--- src/rtl/nibram_pkg.sv ---
// Shared constants and types for the nibble-port flip-flop RAM.
// Assumes an 8-bit option bus with fixed bit meanings.
package nibram_pkg;
    localparam int CFG_W        = 8;
    localparam int PAGE_W       = 1;
    localparam int HALVES       = 2;
    localparam int CFG_PAGE_BIT = 0;
    localparam int CFG_REGA_BIT = 4;
    localparam int CFG_REGB_BIT = 5;
    localparam int CFG_FWD_BIT  = 6;

    typedef struct packed {
        logic fwd;
        logic reg_b;
        logic reg_a;
        logic page;
    } cfg_t;
endpackage

--- src/rtl/nibram_cfg.sv ---
// Option capture: samples the option bus on the first edge after reset
// release and holds it otherwise, including while reset is low.
// Assumes rst_n is synchronous to clk.
module nibram_cfg
    import nibram_pkg::*;
(
    input  logic             clk,
    input  logic             rst_n,
    input  logic [CFG_W-1:0] cfg_in,
    output cfg_t             cfg_q,
    output logic             capture,
    output logic             run
);
    logic rst_seen;
    logic unused_cfg_bits;

    assign unused_cfg_bits = ^{cfg_in[7], cfg_in[3:1]};

    // Track whether reset was released one edge ago.
    always_ff @(posedge clk) begin
        if (!rst_n) rst_seen <= 1'b0;
        else        rst_seen <= 1'b1;
    end

    assign capture = rst_n & ~rst_seen;
    assign run     = rst_n &  rst_seen;

    // Load the options only at the release edge.
    always_ff @(posedge clk) begin
        if (capture) begin
            cfg_q.page  <= cfg_in[CFG_PAGE_BIT];
            cfg_q.reg_a <= cfg_in[CFG_REGA_BIT];
            cfg_q.reg_b <= cfg_in[CFG_REGB_BIT];
            cfg_q.fwd   <= cfg_in[CFG_FWD_BIT];
        end
    end
endmodule

--- src/rtl/nibram_store.sv ---
// Flip-flop storage: ENTRIES bytes kept as HALVES nibbles each, one
// nibble write port and NRD combinational nibble read ports.
// Assumes no reset on the array so that contents survive reset.
module nibram_store #(
    parameter int ENTRIES = 32,
    parameter int DATA_W  = 4,
    parameter int HALVES  = 2,
    parameter int NRD     = 2,
    localparam int IDX_W  = $clog2(ENTRIES),
    localparam int HALF_W = $clog2(HALVES)
) (
    input  logic              clk,
    input  logic              wr_en,
    input  logic [IDX_W-1:0]  wr_idx,
    input  logic [HALF_W-1:0] wr_half,
    input  logic [DATA_W-1:0] wr_data,
    input  logic [IDX_W-1:0]  rd_idx  [NRD],
    input  logic [HALF_W-1:0] rd_half [NRD],
    output logic [DATA_W-1:0] rd_data [NRD]
);
    logic [DATA_W-1:0] mem [ENTRIES][HALVES];

    // Write the selected nibble; the other nibble keeps its value.
    always_ff @(posedge clk) begin
        if (wr_en) mem[wr_idx][wr_half] <= wr_data;
    end

    // One combinational read mux per port.
    for (genvar p = 0; p < NRD; p++) begin : g_rd
        assign rd_data[p] = mem[rd_idx[p]][rd_half[p]];
    end
endmodule

--- src/rtl/nibram_rdport.sv ---
// Read-port output stage: optional forwarding of the write nibble and
// an optional output register that clears while the block is not running.
// Assumes hit is high only in a cycle where this port's nibble is written.
module nibram_rdport #(
    parameter int DATA_W = 4
) (
    input  logic              clk,
    input  logic              live,
    input  logic              reg_en,
    input  logic              fwd_en,
    input  logic              hit,
    input  logic [DATA_W-1:0] wr_data,
    input  logic [DATA_W-1:0] mem_data,
    output logic [DATA_W-1:0] rdata
);
    logic [DATA_W-1:0] comb_data;
    logic [DATA_W-1:0] held;

    // Forward the write data only with forwarding on and a hit.
    assign comb_data = (fwd_en && hit) ? wr_data : mem_data;

    // Output register; cleared until the block runs.
    always_ff @(posedge clk) begin
        if (!live) held <= '0;
        else       held <= comb_data;
    end

    assign rdata = reg_en ? held : comb_data;
endmodule

--- src/rtl/nibram_top.sv ---
// Top level of the nibble-port RAM: two pages of ADDR_W-addressed bytes,
// port A read/write, port B read-only, options captured at reset release.
// Assumes a synchronous active-low reset and a single clock.
module nibram_top
    import nibram_pkg::*;
#(
    parameter int ADDR_W = 4,
    parameter int DATA_W = 4
) (
    input  logic              clk,
    input  logic              rst_n,
    input  logic [CFG_W-1:0]  cfg_in,
    input  logic [ADDR_W-1:0] a_addr,
    input  logic              a_half,
    input  logic              a_we,
    input  logic [DATA_W-1:0] a_wdata,
    input  logic [ADDR_W-1:0] b_addr,
    input  logic              b_half,
    output logic [DATA_W-1:0] a_rdata,
    output logic [DATA_W-1:0] b_rdata
);
    localparam int NRD     = 2;
    localparam int IDX_W   = PAGE_W + ADDR_W;
    localparam int ENTRIES = 1 << IDX_W;

    cfg_t              cfg_q;
    logic              capture;
    logic              run;
    logic              wr_go;
    logic [IDX_W-1:0]  rd_idx   [NRD];
    logic              rd_half  [NRD];
    logic [DATA_W-1:0] rd_nib   [NRD];
    logic [DATA_W-1:0] port_out [NRD];
    logic              hit      [NRD];
    logic              reg_en   [NRD];

    nibram_cfg u_cfg (
        .clk     (clk),
        .rst_n   (rst_n),
        .cfg_in  (cfg_in),
        .cfg_q   (cfg_q),
        .capture (capture),
        .run     (run)
    );

    // Writes only once the block runs.
    assign wr_go = a_we & run;

    // Per-port address, half and hit selection.
    always_comb begin
        rd_idx[0]  = {cfg_q.page, a_addr};
        rd_idx[1]  = {cfg_q.page, b_addr};
        rd_half[0] = a_half;
        rd_half[1] = b_half;
        hit[0]     = wr_go;
        hit[1]     = wr_go && (b_addr == a_addr) && (b_half == a_half);
        reg_en[0]  = cfg_q.reg_a;
        reg_en[1]  = cfg_q.reg_b;
    end

    nibram_store #(
        .ENTRIES (ENTRIES),
        .DATA_W  (DATA_W),
        .HALVES  (HALVES),
        .NRD     (NRD)
    ) u_store (
        .clk     (clk),
        .wr_en   (wr_go),
        .wr_idx  ({cfg_q.page, a_addr}),
        .wr_half (a_half),
        .wr_data (a_wdata),
        .rd_idx  (rd_idx),
        .rd_half (rd_half),
        .rd_data (rd_nib)
    );

    for (genvar p = 0; p < NRD; p++) begin : g_port
        nibram_rdport #(.DATA_W(DATA_W)) u_rd (
            .clk      (clk),
            .live     (run),
            .reg_en   (reg_en[p]),
            .fwd_en   (cfg_q.fwd),
            .hit      (hit[p]),
            .wr_data  (a_wdata),
            .mem_data (rd_nib[p]),
            .rdata    (port_out[p])
        );
    end

    assign a_rdata = port_out[0];
    assign b_rdata = port_out[1];
endmodule

--- config.mk ---
export PLATFORM = sky130hd
export DESIGN_NAME = nibram_top
export DESIGN_NICKNAME = d
export VERILOG_FILES = /design/src/rtl/nibram_pkg.sv /design/src/rtl/nibram_cfg.sv /design/src/rtl/nibram_store.sv /design/src/rtl/nibram_rdport.sv /design/src/rtl/nibram_top.sv
export SDC_FILE = /design/constraint.sdc
export NUM_CORES = 1
export LEC_CHECK = 0
export ABC_AREA = 0
export BUFFER_PORTS_ARGS = -buffer_cell sky130_fd_sc_hd__buf_2
export CAP_MARGIN = 20
export CORE_UTILIZATION = 55
export DETAILED_ROUTE_END_ITERATION = 8
export GPL_ROUTABILITY_DRIVEN = 1
export HOLD_SLACK_MARGIN = 0.05
export PLACE_DENSITY = 0.75
export SETUP_SLACK_MARGIN = 0.02
export SYNTH_ARGS = -nofsm -noshare
export SYNTH_HDL_FRONTEND = slang
export SYNTH_HIERARCHICAL = 1
export SYNTH_SLANG_ARGS = --single-unit
--- constraint.sdc ---
create_clock -name clk -period 2.3 [get_ports clk]
set_input_delay 0.345 -clock clk [delete_from_list [all_inputs] [get_ports clk]]
set_output_delay 0.345 -clock clk [all_outputs]
set_load 0.02 [all_outputs]
# [Yosys cells after proc, flatten, opt, wreduce, memory -nomap -nowiden]
# Memory sizes are Yosys's and may differ from the RTL's.
# Index checks and enable logic that the tools add are counted.
[totals] regBits=13 ramBits=256 input_bits=25 output_inout_bits=8 elab_cells=39 mem_count=1
[op_classes] order_cmp=3 n_eq_ne=2 muxes=15 bitwise_logic=6 reduce_logical=5
[mem_list] name="u_store.mem" depth=32 word_bits=8 rd=2 rd_clocked_by_memory_dff=0 write_ports=1 line="nibram_store.sv:21" text="logic [DATA_W-1:0] mem [ENTRIES][HALVES];"
[ops] op="4-bit two-way mux" n=11
[ops] op="8-bit two-way mux" n=1
[ops] op="1-bit logical AND" n=5
[ops] op="4-bit demux with 1-bit select" n=1
[ops] op="4-bit equality test" n=1
[ops] op="2-bit greater-or-equal comparator, second input constant" n=2
[ops] op="1-bit NOT with 2-bit output" n=2
[ops] op="1-bit AND" n=3
[ops] op="2-bit by 1-bit < comparator with 1-bit output, second input constant" n=1
[ops] op="1-bit two-way mux" n=2
[ops] op="1-bit equality test" n=1
[ops] op="1-bit NOT" n=1

# [Longest topological paths before layout]
[depth] ltp_word=7 ltp_mapped=10 mapped_depth_nobuf=7

# [Cells and area by module]
# Netlist, hierarchy kept.
[by_module_without_submodules] module="nibram_store" instances=1 cells_each=668 area_per_inst_um2=12366.9 seq_area_each_um2=7687.4
[by_module_without_submodules] module="nibram_rdport" instances=2 cells_each=27 area_per_inst_um2=240.2 seq_area_each_um2=80.1
[by_module_without_submodules] module="nibram_cfg" instances=1 cells_each=7 area_per_inst_um2=156.4 seq_area_each_um2=140.1
[by_module_without_submodules] module="nibram_top" instances=1 cells_each=8 area_per_inst_um2=62.6 seq_area_each_um2=0.0

# [Worst setup path before layout]
# Ideal clock, no wire load.
[synth_timing] kind="input port to output port" from="in b_addr[0]" to="out b_rdata[0]" arrival_ps=2211 slack_ps=-256 path_stages=9 cell_sequence="buf_2 > buf_2 > mux4_2 > o221ai_1 > o21ai_0 > nand3_1 > nand2_1 > a21bo_1 > a31oi_1"
[synth_rtl] element="from (decl)" line="nibram_top.sv:17" text="input logic [ADDR_W-1:0] b_addr,"
[synth_rtl] element="to (decl)" line="nibram_top.sv:20" text="output logic [DATA_W-1:0] b_rdata"

==> impl_metrics.py <==
metrics = {
    "setup_path": {
        "required_ns": 1.96,
        "cp_common_cell": "mux4_2",
        "arrival_ns": 2.89,
        "rrSetupSlack_ns": -0.01,
        "slowest_stage": "mux4_2",
        "path_delay_family": "multiplexers",
        "r2r-end": "g_port[0].u_rd/held[0]",
        "worstPathBufferInverterCount": 1,
        "reg2reg_depth": 6,
        "rr_startpoint": "u_store/mem[23][0]",
        "path_class": "flip-flop to output port",
        "timing.critical_path.to_type": "output port",
        "cp-start-kind": "flip-flop",
        "slowest_delay_ns": 0.55,
        "worstPathCellList": "mux4_2, mux4_2, o2111ai_4, o41ai_2, a21bo_2, a31oi_4, buf_6",
        "cp_max_fo": 2,
    },
    "logic_synthesis": {
        "synth_ff_type": "edfxtp_1",
        "synth_area_per_cell_um2": 17.7,
        "ys_ff_latch": 269,
        "synth_seq_area_share": 0.611,
        "syn-num-nets": 762,
        "yosys_warnings": 6,
        "ys_types": 53,
        "synth_edf_count": 260,
        "async_reset_ff_frac": 0,
        "synth_area_um2": 13100,
        "netlist_instances": 737,
    },
    "power": {
        "clockPowerShare": 0.405,
        "p_leak_uw": 0.00513,
        "ir_drop_uv": 549,
        "pwr_density_cell_nw_per_um2": 701,
        "comb_power_share": 0.099,
        "switchingPower_uw": 2460,
        "switching_share": 0.226,
        "pwr-share-seq": 0.496,
        "internal_power_uw": 8430,
        "power.total_uw": 10900,
    },
    "clock_network": {
        "clock_path_buffers": 3,
        "clk_transition_reported_paths_ns": 0.06,
        "htreeDepth": 1,
        "cts_buffers": 28,
        "clkLatencyLatePin_ns": 0.55,
        "cts_tree": "yes",
        "cts_root_buf": "clkbuf_16",
        "clock_sinks": 269,
    },
    "timing": {
        "hold_violations": 0,
        "setup_slack_ns": -0.938,
        "worst_pin_slew_ns": 0.670,
        "rsz0062_at_grt": "true",
        "setup_violations": 9,
        "fin_crit_sh": 1.41,
        "fmax_mhz": 309,
        "period_needed_ns": 3.24,
        "drv_slew": 0,
        "final.setup.tns_ns": -6.71,
        "slew_headroom": 0.554,
        "finalClockSkew_ns": 0.0173,
    },
    "run": {
        "maxCapViolations": 0,
    },
    "die": {
        "die_y_um": 156,
        "design.die.area_um2": 24400,
        "die_w_um": 156,
        "core_area_um2": 23400,
        "ios": 33,
        "fp-row-count": 56,
        "start_util": 0.558,
    },
    "routing": {
        "wirelength_um": 33300,
        "vias_per_cell": 6.65,
        "wl_per_cell_um": 27.9,
        "vias": 7953,
        "drt-initial-drc-count": 951,
        "final_antenna_net_count": 0,
        "drc_errors": 0,
        "dr.pass1.iters": 5,
    },
    "grt": {
        "grt-ovfl-total": 0,
        "antenna_found_initial": 1,
        "grt_pass1_wl_um": 50400,
        "grt_max_degree": 65,
        "grt_use_total": 0.286,
        "grt_pass1_vias": 8211,
    },
    "placement": {
        "dp.cells": 1137,
        "dpl_worst_slack_ns": -0.868,
        "io_buffers": 28,
        "dp_hpwl_um": 23200,
        "gp_congestion": 1.01,
    },
    "finish": {
        "fin_cells": 1196,
        "drive_above_1_share": 0.397,
        "area_delta_synth_final_pct": 18.8,
        "fin_nets": 879,
    },
    "min_path": {
        "whs_path_depth": 1,
        "min_path_type": "primary input to flip-flop",
        "min_from": "a_wdata[3]",
        "hold_end": "u_store/mem[9][3]",
    },
    "run_status": {
        "violations": "negative setup slack",
        "outcome": "complete, but fails checks",
    },
}
==> cells by family (layout without fill, tap and decap cells) <==
| kind of cell | count (synthesis) | in the layout | share of synthesized area |
|---|---|---|---|
| DFF | 269 | 269 | 0.611 |
| muxes | 167 | 167 | 0.259 |
| and+or+nand+nor | 167 | 167 | 0.0597 |
| AOI/OAI and AO/OA | 70 | 70 | 0.0389 |
| buffers and inverters | 59 | 198 | 0.0277 |
| xor gates and xnor gates | 5 | 5 | 0.00335 |
| other | 0 | 1 | 0 |
==> layout by cell type (no fill, tap or decap), types with 3 or more instances in the layout <==
cell type and n:
nor2_2 7, dfxtp_1 9, nor2_1 64, a21bo_1 4, o221ai_1 5, nand2_1 21
o2111ai_4 3, o21ai_0 5, dlygate4sd3_1 5, xor2_1 4, o22ai_1 6, buf_6 7
nand3_1 30, mux2i_1 30, mux4_2 128, a31oi_1 5, clkbuf_1 3, mux4_1 5
clkinvlp_4 3, nor2b_1 14, mux2_2 4, o221ai_2 3, nand2b_1 8, a31oi_4 7
a21bo_2 3, edfxtp_1 260, clkinv_1 7, buf_4 90, clkbuf_16 29, a21oi_1 9
buf_2 20, inv_1 4, clkinv_2 5, a21boi_1 8, nand3b_1 3, buf_12 18
==> state kept, by name, indices dropped and copies added (netlist names) <==
signal,flops
g_port.u_rd/held,8
u_cfg/rst_seen,1
u_store/mem,256
u_cfg/cfg_q,4
==> power groups by stage <==
stage	clock, µW	sequential, µW	combinational (µW)
finish	4410	5400	1080
global route	4650	5390	1140
CTS	4450	5400	1060
detailed placement	0	5500	1010
global placement	0	5500	991
floorplan	0	5500	628
==> how the worst max path moves through the flow <==
stage                            start         end  slack (ns)  cells past startpoint
global placement             a_addr[0]  a_rdata[2]       -0.87                     11
finish              u_store/mem[23][2]  a_rdata[2]       -0.94                      7
floorplan                    a_addr[0]  a_rdata[2]       -0.16                      8
global route        u_store/mem[22][2]  a_rdata[2]       -0.97                      7
CTS                 u_store/mem[23][2]  a_rdata[2]       -0.92                      7
detailed placement           a_addr[0]  a_rdata[1]       -0.87                     11
==> routing by layer <==
metal  track usage  vias up  part of all wire
li1              -     3301                 -
met3        0.0600       82             0.092
met5             0        -                 0
met1         0.386     4143              0.38
met2         0.466      427              0.49
met4         0.102        0             0.032
==> area by class of cell <==
| cell class | instances | area, µm² |
|---|---|---|
| sequential | 269 | 7990 |
| tap | 319 | 399 |
| clock inverter | 20 | 168 |
| fill | 1573 | 7880 |
| clock buffer | 32 | 737 |
| multi-input combinational | 409 | 4940 |
| inverter | 6 | 22.5 |
| timing repair buffer | 140 | 1260 |
| antenna | 1 | 2.50 |
==> timing repair <==
| item | 4_1_cts | 5_1_grt |
|---|---|---|
| buffers inserted | 1 | 0 |
| hold endpoints to repair | 5 | 0 |
| resized for setup | 26 | 17 |
| setup endpoints to repair | 16 | 44 |
| hold buffers | 5 | 0 |
| pin swaps | 6 | 2 |
==> metrics by stage <==
stage               cell area (µm²)  hold WS, ns  utilization
floorplan                     13200        0.373            -
global placement              14400        0.470        0.615
detailed placement            14400        0.470        0.615
CTS                           15500        0.166        0.660
global route                  15500        0.162        0.663
finish                        15500        0.181        0.663
==> synthesized netlist by cell type, types with 6 or more instances <==
master      n  share of area
mux2i_1    30          0.023
clkbuf_1   14         0.0040
a31oi_1    12         0.0057
dfxtp_1     9          0.014
nand2b_1    8         0.0038
edfxtp_1  260           0.60
a21oi_1    10         0.0038
buf_2      18         0.0069
buf_6       7         0.0060
a21boi_1    8         0.0046
o22ai_1     6         0.0029
mux4_2    121           0.21
mux4_1     12          0.024
nand2_1    22         0.0063
nand3_1    31          0.012
a21bo_1     8         0.0061
nor2b_1    14         0.0067
o221ai_1    8         0.0054
nor2_1     73          0.021
Note: power is estimated with default switching activity, not from simulation.
